--- src/rtl/rpq_pkg.sv ---
// Package: shared offsets, field positions and the queued event type.
// Assumes a 12-bit byte address; only exact offsets decode.
package rpq_pkg;
    localparam int ADDR_W = 12;
    localparam int DATA_W = 32;

    localparam logic [ADDR_W-1:0] OFS_DECODE = 12'h138;
    localparam logic [ADDR_W-1:0] OFS_MASK   = 12'h13C;
    localparam logic [ADDR_W-1:0] OFS_PHY    = 12'h144;
    localparam logic [ADDR_W-1:0] OFS_PORT   = 12'h148;
    localparam logic [ADDR_W-1:0] OFS_QWORD1 = 12'h158;
    localparam logic [ADDR_W-1:0] OFS_QWORD2 = 12'h15C;

    localparam int BIT_INTX   = 16;
    localparam int BIT_LINK   = 11;
    localparam int BIT_BRIDGE = 0;
    localparam int BIT_EMPTY  = 18;
    localparam int BIT_OVF    = 19;
    localparam int POS_LANE   = 27;
    localparam int POS_LEVEL  = 29;
    localparam int POS_VALID  = 31;

    typedef struct packed {
        logic       level;
        logic [1:0] lane;
    } intx_evt_t;
endpackage

--- src/rtl/rpq_fifo.sv ---
// Module: circular event queue with read/write pointers and an occupancy count.
// One slot is kept free: capacity is DEPTH-1. Accept/drop is decided on the
// occupancy before the cycle, so a push and a pop in the same cycle both act.
// Assumes DEPTH >= 2.
module rpq_fifo
    import rpq_pkg::*;
#(
    parameter int DEPTH = 16
) (
    input  logic                         clk,
    input  logic                         rst_n,
    input  logic                         push_i,
    input  intx_evt_t                    evt_i,
    input  logic                         pop_i,
    output logic                         push_ok_o,
    output logic                         dropped_o,
    output intx_evt_t                    head_o,
    output logic [$clog2(DEPTH+1)-1:0]   count_o,
    output logic                         empty_o,
    output logic                         next_nonempty_o
);
    localparam int PW = (DEPTH > 1) ? $clog2(DEPTH) : 1;
    localparam int CW = $clog2(DEPTH+1);
    localparam logic [CW-1:0] CAP = CW'(DEPTH - 1);

    logic [PW-1:0] rptr, wptr;
    logic [CW-1:0] cnt, cnt_next;
    intx_evt_t     slots [DEPTH];
    logic          full, pop_ok;

    function automatic logic [PW-1:0] advance(input logic [PW-1:0] p);
        return (p == PW'(DEPTH - 1)) ? '0 : p + 1'b1;
    endfunction

    assign full      = (cnt == CAP);
    assign empty_o   = (cnt == '0);
    assign push_ok_o = push_i && !full;
    assign dropped_o = push_i && full;
    assign pop_ok    = pop_i && !empty_o;
    assign head_o    = slots[rptr];
    assign count_o   = cnt;

    // Purpose: next occupancy from accepted push and effective pop.
    always_comb begin
        cnt_next = cnt;
        if (push_ok_o && !pop_ok)      cnt_next = cnt + 1'b1;
        else if (!push_ok_o && pop_ok) cnt_next = cnt - 1'b1;
    end

    assign next_nonempty_o = (cnt_next != '0);

    // Purpose: pointer and count state.
    always_ff @(posedge clk) begin
        if (!rst_n) begin
            rptr <= '0;
            wptr <= '0;
            cnt  <= '0;
        end else begin
            if (push_ok_o) wptr <= advance(wptr);
            if (pop_ok)    rptr <= advance(rptr);
            cnt <= cnt_next;
        end
    end

    // Purpose: event storage, written at the write pointer on accept.
    always_ff @(posedge clk) begin
        if (push_ok_o) slots[wptr] <= evt_i;
    end
endmodule

--- src/rtl/rpq_irq_ctrl.sv ---
// Module: decode-pending INTx bit, mask register and the level interrupt.
// Bit 16 is the only decode bit that can be set; it is re-set after any
// decode/mask write or accepted push while the queue stays non-empty.
module rpq_irq_ctrl
    import rpq_pkg::*;
(
    input  logic              clk,
    input  logic              rst_n,
    input  logic              dec_wr_i,
    input  logic              dec_clr_i,
    input  logic              mask_wr_i,
    input  logic [DATA_W-1:0] mask_wdata_i,
    input  logic              push_ok_i,
    input  logic              refill_i,
    output logic              pend_o,
    output logic [DATA_W-1:0] mask_o,
    output logic              irq_o
);
    logic pend_next;

    // Purpose: next pending bit: clear, set on accept, refill if queue busy.
    always_comb begin
        pend_next = pend_o;
        if (dec_wr_i && dec_clr_i) pend_next = 1'b0;
        if (push_ok_i)             pend_next = 1'b1;
        if ((dec_wr_i || mask_wr_i || push_ok_i) && refill_i) pend_next = 1'b1;
    end

    // Purpose: pending bit and mask register state.
    always_ff @(posedge clk) begin
        if (!rst_n) begin
            pend_o <= 1'b0;
            mask_o <= '0;
        end else begin
            pend_o <= pend_next;
            if (mask_wr_i) mask_o <= mask_wdata_i;
        end
    end

    assign irq_o = pend_o && mask_o[BIT_INTX];
endmodule

--- src/rtl/rp_intx_queue.sv ---
// Module: top of the root-port interrupt queue register set.
// Decodes the register port, keeps the bridge-enable and overflow bits,
// and forms combinational read data. Assumes one access per cycle.
module rp_intx_queue
    import rpq_pkg::*;
#(
    parameter int DEPTH = 16
) (
    input  logic              clk,
    input  logic              rst_n,
    input  logic              evt_valid,
    input  logic [1:0]        evt_lane,
    input  logic              evt_level,
    input  logic              link_up,
    input  logic              bus_wr,
    input  logic              bus_rd,
    input  logic [ADDR_W-1:0] bus_addr,
    input  logic [DATA_W-1:0] bus_wdata,
    output logic [DATA_W-1:0] bus_rdata,
    output logic              irq,
    output logic              bridge_en
);
    localparam int CW = $clog2(DEPTH+1);

    logic              hit_dec, hit_mask, hit_port, hit_q;
    logic              push_ok, dropped, q_empty, next_nonempty;
    logic [CW-1:0]     q_count;
    intx_evt_t         evt_in, head;
    logic              pend;
    logic [DATA_W-1:0] mask_q;
    logic              ovf_flag;
    logic [DATA_W-1:0] rd_val;

    assign hit_dec  = bus_wr && (bus_addr == OFS_DECODE);
    assign hit_mask = bus_wr && (bus_addr == OFS_MASK);
    assign hit_port = bus_wr && (bus_addr == OFS_PORT);
    assign hit_q    = bus_wr && ((bus_addr == OFS_QWORD1) || (bus_addr == OFS_QWORD2));

    assign evt_in.level = evt_level;
    assign evt_in.lane  = evt_lane;

    rpq_fifo #(.DEPTH(DEPTH)) u_fifo (
        .clk             (clk),
        .rst_n           (rst_n),
        .push_i          (evt_valid),
        .evt_i           (evt_in),
        .pop_i           (hit_q),
        .push_ok_o       (push_ok),
        .dropped_o       (dropped),
        .head_o          (head),
        .count_o         (q_count),
        .empty_o         (q_empty),
        .next_nonempty_o (next_nonempty)
    );

    rpq_irq_ctrl u_irq (
        .clk          (clk),
        .rst_n        (rst_n),
        .dec_wr_i     (hit_dec),
        .dec_clr_i    (bus_wdata[BIT_INTX]),
        .mask_wr_i    (hit_mask),
        .mask_wdata_i (bus_wdata),
        .push_ok_i    (push_ok),
        .refill_i     (next_nonempty),
        .pend_o       (pend),
        .mask_o       (mask_q),
        .irq_o        (irq)
    );

    // Purpose: bridge-enable bit and sticky overflow flag.
    always_ff @(posedge clk) begin
        if (!rst_n) begin
            bridge_en <= 1'b0;
            ovf_flag  <= 1'b0;
        end else begin
            if (hit_port) bridge_en <= bus_wdata[BIT_BRIDGE];
            if (dropped)  ovf_flag  <= 1'b1;
        end
    end

    // Purpose: read multiplexer over the register map.
    always_comb begin
        rd_val = '0;
        case (bus_addr)
            OFS_DECODE: rd_val[BIT_INTX] = pend;
            OFS_MASK:   rd_val = mask_q;
            OFS_PHY:    rd_val[BIT_LINK] = link_up;
            OFS_PORT: begin
                rd_val[BIT_BRIDGE] = bridge_en;
                rd_val[BIT_EMPTY]  = q_empty;
                rd_val[BIT_OVF]    = ovf_flag;
            end
            OFS_QWORD1: if (!q_empty) begin
                rd_val[POS_VALID]             = 1'b1;
                rd_val[POS_LEVEL]             = head.level;
                rd_val[POS_LANE+1:POS_LANE]   = head.lane;
            end
            default: rd_val = '0;
        endcase
    end

    assign bus_rdata = bus_rd ? rd_val : '0;
endmodule

--- config.mk ---
export PLATFORM = sky130hd
export DESIGN_NAME = rp_intx_queue
export DESIGN_NICKNAME = d
export VERILOG_FILES = /design/src/rtl/rpq_pkg.sv /design/src/rtl/rpq_fifo.sv /design/src/rtl/rpq_irq_ctrl.sv /design/src/rtl/rp_intx_queue.sv
export SDC_FILE = /design/constraint.sdc
export NUM_CORES = 1
export LEC_CHECK = 0
export BUFFER_PORTS_ARGS = -buffer_cell sky130_fd_sc_hd__buf_2
export CORE_MARGIN = 5
export CORE_UTILIZATION = 52
export CTS_BUF_LIST = sky130_fd_sc_hd__clkbuf_2
export DETAILED_ROUTE_END_ITERATION = 16
export GPL_ROUTABILITY_DRIVEN = 0
export PLACE_DENSITY = 0.79
export SKIP_LAST_GASP = 1
export SYNTH_ARGS = -nofsm -noshare
export SYNTH_HDL_FRONTEND = slang
export SYNTH_HIERARCHICAL = 1
export SYNTH_SLANG_ARGS = --single-unit
--- constraint.sdc ---
create_clock -name clk -period 2.7 [get_ports clk]
set_input_delay 0.27 -clock clk [delete_from_list [all_inputs] [get_ports clk]]
set_output_delay 0.27 -clock clk [all_outputs]
set_load 0.05 [all_outputs]
==> flow_metrics.py, run 1 <==
metrics = {
    "die": {
        "dieWidth_um": 104,
        "dieArea_um2": 10800,
        "rows": 34,
        "dieHeight_um": 104,
        "coreArea_um2": 8680,
        "start_util_pct": 52.8,
        "io_pins": 87,
    },
    "worst_setup_path": {
        "cpPeakStageDelay_ns": 0.54,
        "cpMostUsedCell": "mux4_2",
        "path_class": "reg -> out",
        "path_cells": "buf_12, mux4_2, mux4_2, a22o_4, buf_8",
        "end_kind": "output pin",
        "cp-start-kind": "flop",
        "worstReg2RegEnd": "u_irq/pend_o",
        "crit_slowest_cell": "mux4_2",
        "cp.arrival_ns": 2.54,
        "reg2reg_depth": 10,
        "critPathRequiredTime_ns": 2.43,
        "rr_startpoint": "u_fifo/count_o[0]",
        "worst-r2r-setup-slack_ns": 0.08,
        "crit_fanout": 6,
    },
    "synth": {
        "synth_edf_count": 48,
        "yosysUniqueCellTypes": 48,
        "synth_nets": 431,
        "synth_area_um2": 4590,
        "ys_seq_elements": 100,
        "ys_warn_count": 6,
        "async_reset_ff_share_pct": 0,
        "syn_avg_cell_area_um2": 12.4,
        "synthCells": 370,
        "synth_ff_type": "dfxtp_1",
        "seq_area_frac_synth_pct": 54.1,
    },
    "timing": {
        "relSlewSlack_pct": 53.2,
        "setup_violations": 4,
        "setup_slack_ns": -0.114,
        "tightest_slew_ns": 0.701,
        "fin_skew_ns": 0.0256,
        "rsz0062_at_grt": "yes",
        "maxSlewViolCount": 0,
        "clock.fmax_mhz": 355,
        "post-route-min-period_ns": 2.81,
        "timing.final.hold_violations": 0,
        "final.period_utilization_pct": 104,
    },
    "global_routing": {
        "grtUsageTotal_pct": 20.0,
        "antenna_found_initial": 0,
        "grt_overflow": 0,
        "grt_pass1_wl_um": 17600,
        "grt_max_degree": 50,
        "grt_pass1_vias": 3449,
    },
    "final_layout": {
        "n_fill_cell": 593,
        "final_layout_size_suffix_gt1_share_pct": 34.7,
        "register_area_um2": 2490,
        "postLayoutCellArea_um2": 5810,
        "nNetsFinal": 560,
        "areaGrowthSynthToFinish_pct": 26.7,
        "n_antenna_cell": 0,
        "final_cells": 612,
        "multi_input_area_um2": 2030,
    },
    "clock_network": {
        "cts_sinks": 100,
        "cts_tree": "done",
        "clk_pin_slew_ns": 0.28,
        "cts_max_level": 3,
        "clk_latency_ns": 0.56,
        "root_buffer": "clkbuf_2",
        "cts_buffer_depth": 2,
        "numCtsBuffers": 9,
    },
    "hold_path": {
        "min_from": "evt_lane[0]",
        "hold_depth": 1,
        "hp-class": "in -> reg",
        "min_to": "u_fifo/slots[8][0]",
    },
    "run_status": {
        "status": "finished with violations",
        "failed_checks": "negative setup slack",
    },
    "routing": {
        "vias": 3321,
        "drtIter0Drc": 226,
        "viasPerCell": 5.43,
        "route.detailed.drc": 0,
        "firstDrtPassIters": 4,
        "drt.antenna.violating_nets": 0,
        "wire_per_inst_um": 17.6,
        "wl_um": 10800,
    },
    "pwr": {
        "seq_power_share_pct": 59.8,
        "cellPowerDensity_nw_per_um2": 466,
        "p_clk_share_pct": 30.3,
        "total_leakage_power_nw": 2.17,
        "ir_worst_vdd_mv": 0.299,
        "swShare_pct": 23.6,
        "p_int_mw": 2.07,
        "comb_power_share_pct": 9.9,
        "switchingPower_uw": 640,
        "power.total_mw": 2.71,
    },
    "placement": {
        "dp_hpwl_um": 7140,
        "dp_cells": 557,
        "portBuffers": 86,
        "preCtsSetupSlack_ns": -0.0739,
        "place_area_um2": 5140,
    },
    "flow_run": {
        "max_cap_viol_count": 0,
    },
}
power groups by stage:
stage	Clock (mW)	Combinational, mW	Sequential (mW)
4_1_cts	0.833	0.243	1.62
6_report	0.821	0.268	1.62
5_1_grt	0.918	0.289	1.62
3_3_place_gp	0	0.181	1.65
2_1_floorplan	0	0.104	1.65
3_5_place_dp	0	0.190	1.65
Yosys cell counts, drive strengths merged, types with 2 or more instances:
master | n | area share (%)
dfxtp | 52 | 23
edfxtp | 48 | 31
mux2i | 35 | 7.6
nor2b | 34 | 4.6
and2 | 31 | 4.7
nand2 | 26 | 2.1
nor2 | 22 | 1.8
mux4 | 15 | 7.4
clkbuf | 10 | 0.82
buf | 8 | 1.7
ha | 8 | 2.2
inv | 8 | 0.65
o21ai | 8 | 0.87
nor3 | 7 | 1.0
nand3 | 6 | 0.93
a21boi | 4 | 0.65
a21oi | 4 | 0.44
a22o | 4 | 0.87
and3 | 3 | 0.46
nand2b | 3 | 0.41
nand4 | 3 | 0.41
o21a | 3 | 0.49
or4b | 3 | 0.65
xnor2 | 3 | 0.57
a311oi | 2 | 0.38
nor4b | 2 | 0.71
o311a | 2 | 0.44
or4 | 2 | 0.33
xor2 | 2 | 0.38
worst max-delay path by stage:
stage | startpoint | to | slack, ns
after global placement | u_fifo/count_o[0] | u_irq/pend_o | 0.08
final | flop | bus_rdata[29] | -0.11
after floorplan | u_fifo/count_o[0] | u_irq/pend_o | 0.06
after global routing | flop | bus_rdata[29] | -0.21
after detailed placement | u_fifo/count_o[0] | u_irq/pend_o | -0.07
after CTS | flop | bus_rdata[29] | -0.14
critical path: cells and delay by family (launching register included):
kind | cells | cell delay, ns
multiplexers | 2 | 1.03
flip-flops | 1 | 0.45
buffers and inverters | 2 | 0.29
AO/OA/AOI/OAI | 1 | 0.24
cells by family (layout without fill, tap and decap cells):
family / count (synthesis) / after routing / synth area share, %
compound gates: 33 / 33 / 5.21
mux: 50 / 50 / 15.0
xor+xnor: 5 / 5 / 0.955
simple gates: 148 / 148 / 19.3
fa+ha+maj: 8 / 8 / 2.18
flops: 100 / 100 / 54.1
buf+inv: 26 / 160 / 3.17
routing by layer:
metal / track usage (%) / wire [µm]
met1: 25.2 / 4470
met2: 33.8 / 5550
met3: 5.90 / 587
met4: 4.53 / 172
met5: 0 / 0
layout by cell type (no fill, tap or decap), types with 5 or more instances in the layout:
master         netlist  layout
buf_2                2      81
nor2_1              22      20
clkbuf_2             0       9
and2_2              16      16
dlygate4sd3_1        0      34
nor2b_1             34      34
dfxtp_1             52      48
buf_4                0      13
mux2i_1             35      35
edfxtp_1            48      48
inv_1                8       6
and2_1              15      15
nor3_1               6       6
nand2_1             26      26
ha_1                 8       6
mux4_2              15      15
o21ai_0              6       5
flip-flops by register name, summed over array words and instances, names as in the netlist, named ones only:
signal / flops
u_fifo/slots: 48
u_irq/mask_o: 32
u_fifo/count_o: 5
u_fifo/rptr: 4
u_fifo/wptr: 4
bridge_en: 1
ovf_flag: 1
u_irq/pend_o: 1
metrics by stage:
| stage | utilization, % | TNS [ns] | hold WS (ns) |
|---|---|---|---|
| floorplan | - | 0 | 0.369 |
| global placement | 59.2 | 0 | 0.450 |
| detailed placement | 59.2 | -0.0739 | 0.459 |
| CTS | 65.9 | -0.501 | 0.0159 |
| global route | 66.9 | -0.827 | 0.00202 |
| finish | 66.9 | -0.374 | 0.0579 |
what timing repair did:
item / CTS / global route
cloned: 1 / 0
pin swaps: 1 / 5
hold endpoints to repair: 32 / 8
resized for setup: 26 / 15
buffers inserted: 3 / 1
endpoints found under the setup margin: 6 / 6
hold buffers: 31 / 3
area by class of cell:
cell class,instances,share of cell area [%]
Multi-Input combinational cell,244,35.0
Tap cell,108,2.33
Clock inverter,7,1.68
Timing Repair Buffer,136,16.8
Clock buffer,9,0.775
Inverter,8,0.517
Sequential cell,100,42.9
Note: power is estimated with default switching activity, not from simulation.
==> run 2: changes to the inputs <==
CORE_UTILIZATION = 35   (was 52)
PLACE_DENSITY = 0.57   (was 0.79)
==> run 2 against run 1 <==
Against the previous run: the run still ends with negative setup slack left; register-to-register slack lost 0.06 ns; sequential power hardly changed; utilization shrank 20 points; routed wire length is 4.6% lower; die area up 43%; flip-flop and latch count is the same; critical endpoint unchanged.
==> flow_metrics.py, run 2 (synthesis gave the netlist of run 1 again) <==
metrics = {
    "timing": {
        "final.period_utilization_pct": 103,
        "fin_skew_ns": 0.0486,
        "setup_slack_ns": -0.0875,
        "clock.fmax_mhz": 359,
        "hold_ws_ns": 0.0824,
        "timing.final.hold_violations": 0,
        "relSlewSlack_pct": 51.3,
        "maxSlewViolCount": 0,
        "post-route-min-period_ns": 2.79,
        "tightest_slew_ns": 0.730,
        "rsz0062_at_grt": "yes",
        "setup_violations": 3,
    },
    "routing": {
        "route.detailed.drc": 0,
        "viasPerCell": 4.75,
        "firstDrtPassIters": 6,
        "vias": 3231,
        "drtIter0Drc": 108,
        "wl_um": 10300,
        "drt.antenna.violating_nets": 0,
        "wire_per_inst_um": 15.1,
    },
    "worst_setup_path": {
        "cp.arrival_ns": 2.52,
        "end_kind": "output pin",
        "cp-start-kind": "flop",
        "critPathRequiredTime_ns": 2.43,
        "crit_fanout": 6,
        "path_class": "reg -> out",
    },
    "die": {
        "dieWidth_um": 124,
        "dieHeight_um": 124,
        "dieArea_um2": 15500,
        "io_pins": 87,
        "coreArea_um2": 12700,
        "start_util_pct": 36.0,
        "rows": 41,
    },
    "global_routing": {
        "grt_overflow": 0,
        "grt_pass1_vias": 3334,
        "grt_pass1_wl_um": 17100,
        "grtUsageTotal_pct": 13.4,
        "grt_max_degree": 50,
        "antenna_found_initial": 0,
    },
    "clock_network": {
        "cts_max_level": 3,
        "root_buffer": "clkbuf_2",
        "cts_buffer_depth": 2,
        "clk_latency_ns": 0.57,
        "numCtsBuffers": 9,
        "cts_sinks": 100,
        "clk_pin_slew_ns": 0.28,
        "cts_tree": "done",
    },
    "placement": {
        "dp_hpwl_um": 6970,
        "preCtsSetupSlack_ns": -0.0201,
        "portBuffers": 86,
        "place_area_um2": 5230,
        "dp_cells": 622,
    },
    "final_layout": {
        "final_layout_size_suffix_gt1_share_pct": 34.8,
        "largest_reg_flops": 48,
        "areaGrowthSynthToFinish_pct": 29.1,
        "mostFrequentLayoutCell": "buf_2",
        "nNetsFinal": 564,
        "layout_common_cells": "buf_2, dfxtp_1, edfxtp_1",
        "n_antenna_cell": 0,
        "top_register": "u_fifo/slots",
        "final_cells": 680,
        "postLayoutCellArea_um2": 5920,
    },
    "run_status": {
        "status": "finished with violations",
        "failed_checks": "negative setup slack",
    },
    "pwr": {
        "ir_worst_vdd_mv": 0.198,
        "total_leakage_power_nw": 2.20,
        "cellPowerDensity_nw_per_um2": 455,
        "power.total_mw": 2.69,
    },
    "hold_path": {
        "hp-class": "in -> reg",
    },
    "flow_run": {
        "max_cap_viol_count": 0,
    },
}
-- run 2: changes by cell type in the layout (fill, tap and decap cells not counted), sizes merged --
cell / before / now
dlygate4sd3: 34 / 36
clkinv: 2 / 1
buf: 102 / 104
bufinv: 2 / 1
inv: 11 / 13
-- run 2: area by class of cell --
type / instances / area [µm²]
clock buffer: 9 / 45.0
fill: 1173 / 6800
tap: 172 / 215
multi-input combinational: 244 / 2030
clock inverter: 7 / 92.6
sequential: 100 / 2490
timing repair buffer: 140 / 1010
inverter: 8 / 30.0
-- run 2: repair_timing --
action,in CTS,in global routing
cloned,1,0
setup buffers,4,1
hold endpoints to repair,75,0
hold buffers,36,0
resized for setup,29,11
endpoints found under the setup margin,6,6
pin swaps,5,2
-- run 2: power by group --
part           total [mW]  internal, mW  switching [mW]
Combinational       0.274         0.152           0.122
Clock               0.802         0.245           0.557
Sequential           1.62          1.61          0.0108
-- run 2: worst paths after layout --
| check | slack, ns | startpoint | endpoint | depth (start not counted) |
|---|---|---|---|---|
| setup / recovery | -0.09 | flop | bus_rdata[29] | 5 |
| hold / removal | 0.08 | evt_valid | ovf_flag | 3 |
| setup reg to reg | 0.02 | u_fifo/count_o[1] | u_irq/pend_o | 11 |
| hold reg to reg | 0.50 | ovf_flag | ovf_flag | 1 |
-- run 2: per-stage QoR --
step | util [%] | setup TNS, ns
CTS | 46.2 | -0.586
finish | 46.5 | -0.227
detailed placement | 41.1 | -0.0201
global placement | 41.1 | 0
floorplan | - | 0
global route | 46.5 | -0.725
-- run 2: metal layers --
metal | up-vias | global-route usage, % | wire length (µm)
met3 | 14 | 3.04 | 438
met2 | 96 | 22.5 | 4950
met4 | 0 | 4.77 | 180
met5 | - | 0 | 0
met1 | 1521 | 17.1 | 4710
li1 | 1600 | - | -
-- run 2: worst max-delay path, stage by stage (launching register included) --
cell     delay, ns
dfxtp_4       0.44
buf_12        0.13
mux4_2        0.52
mux4_2        0.51
a22o_4        0.24
buf_8         0.15
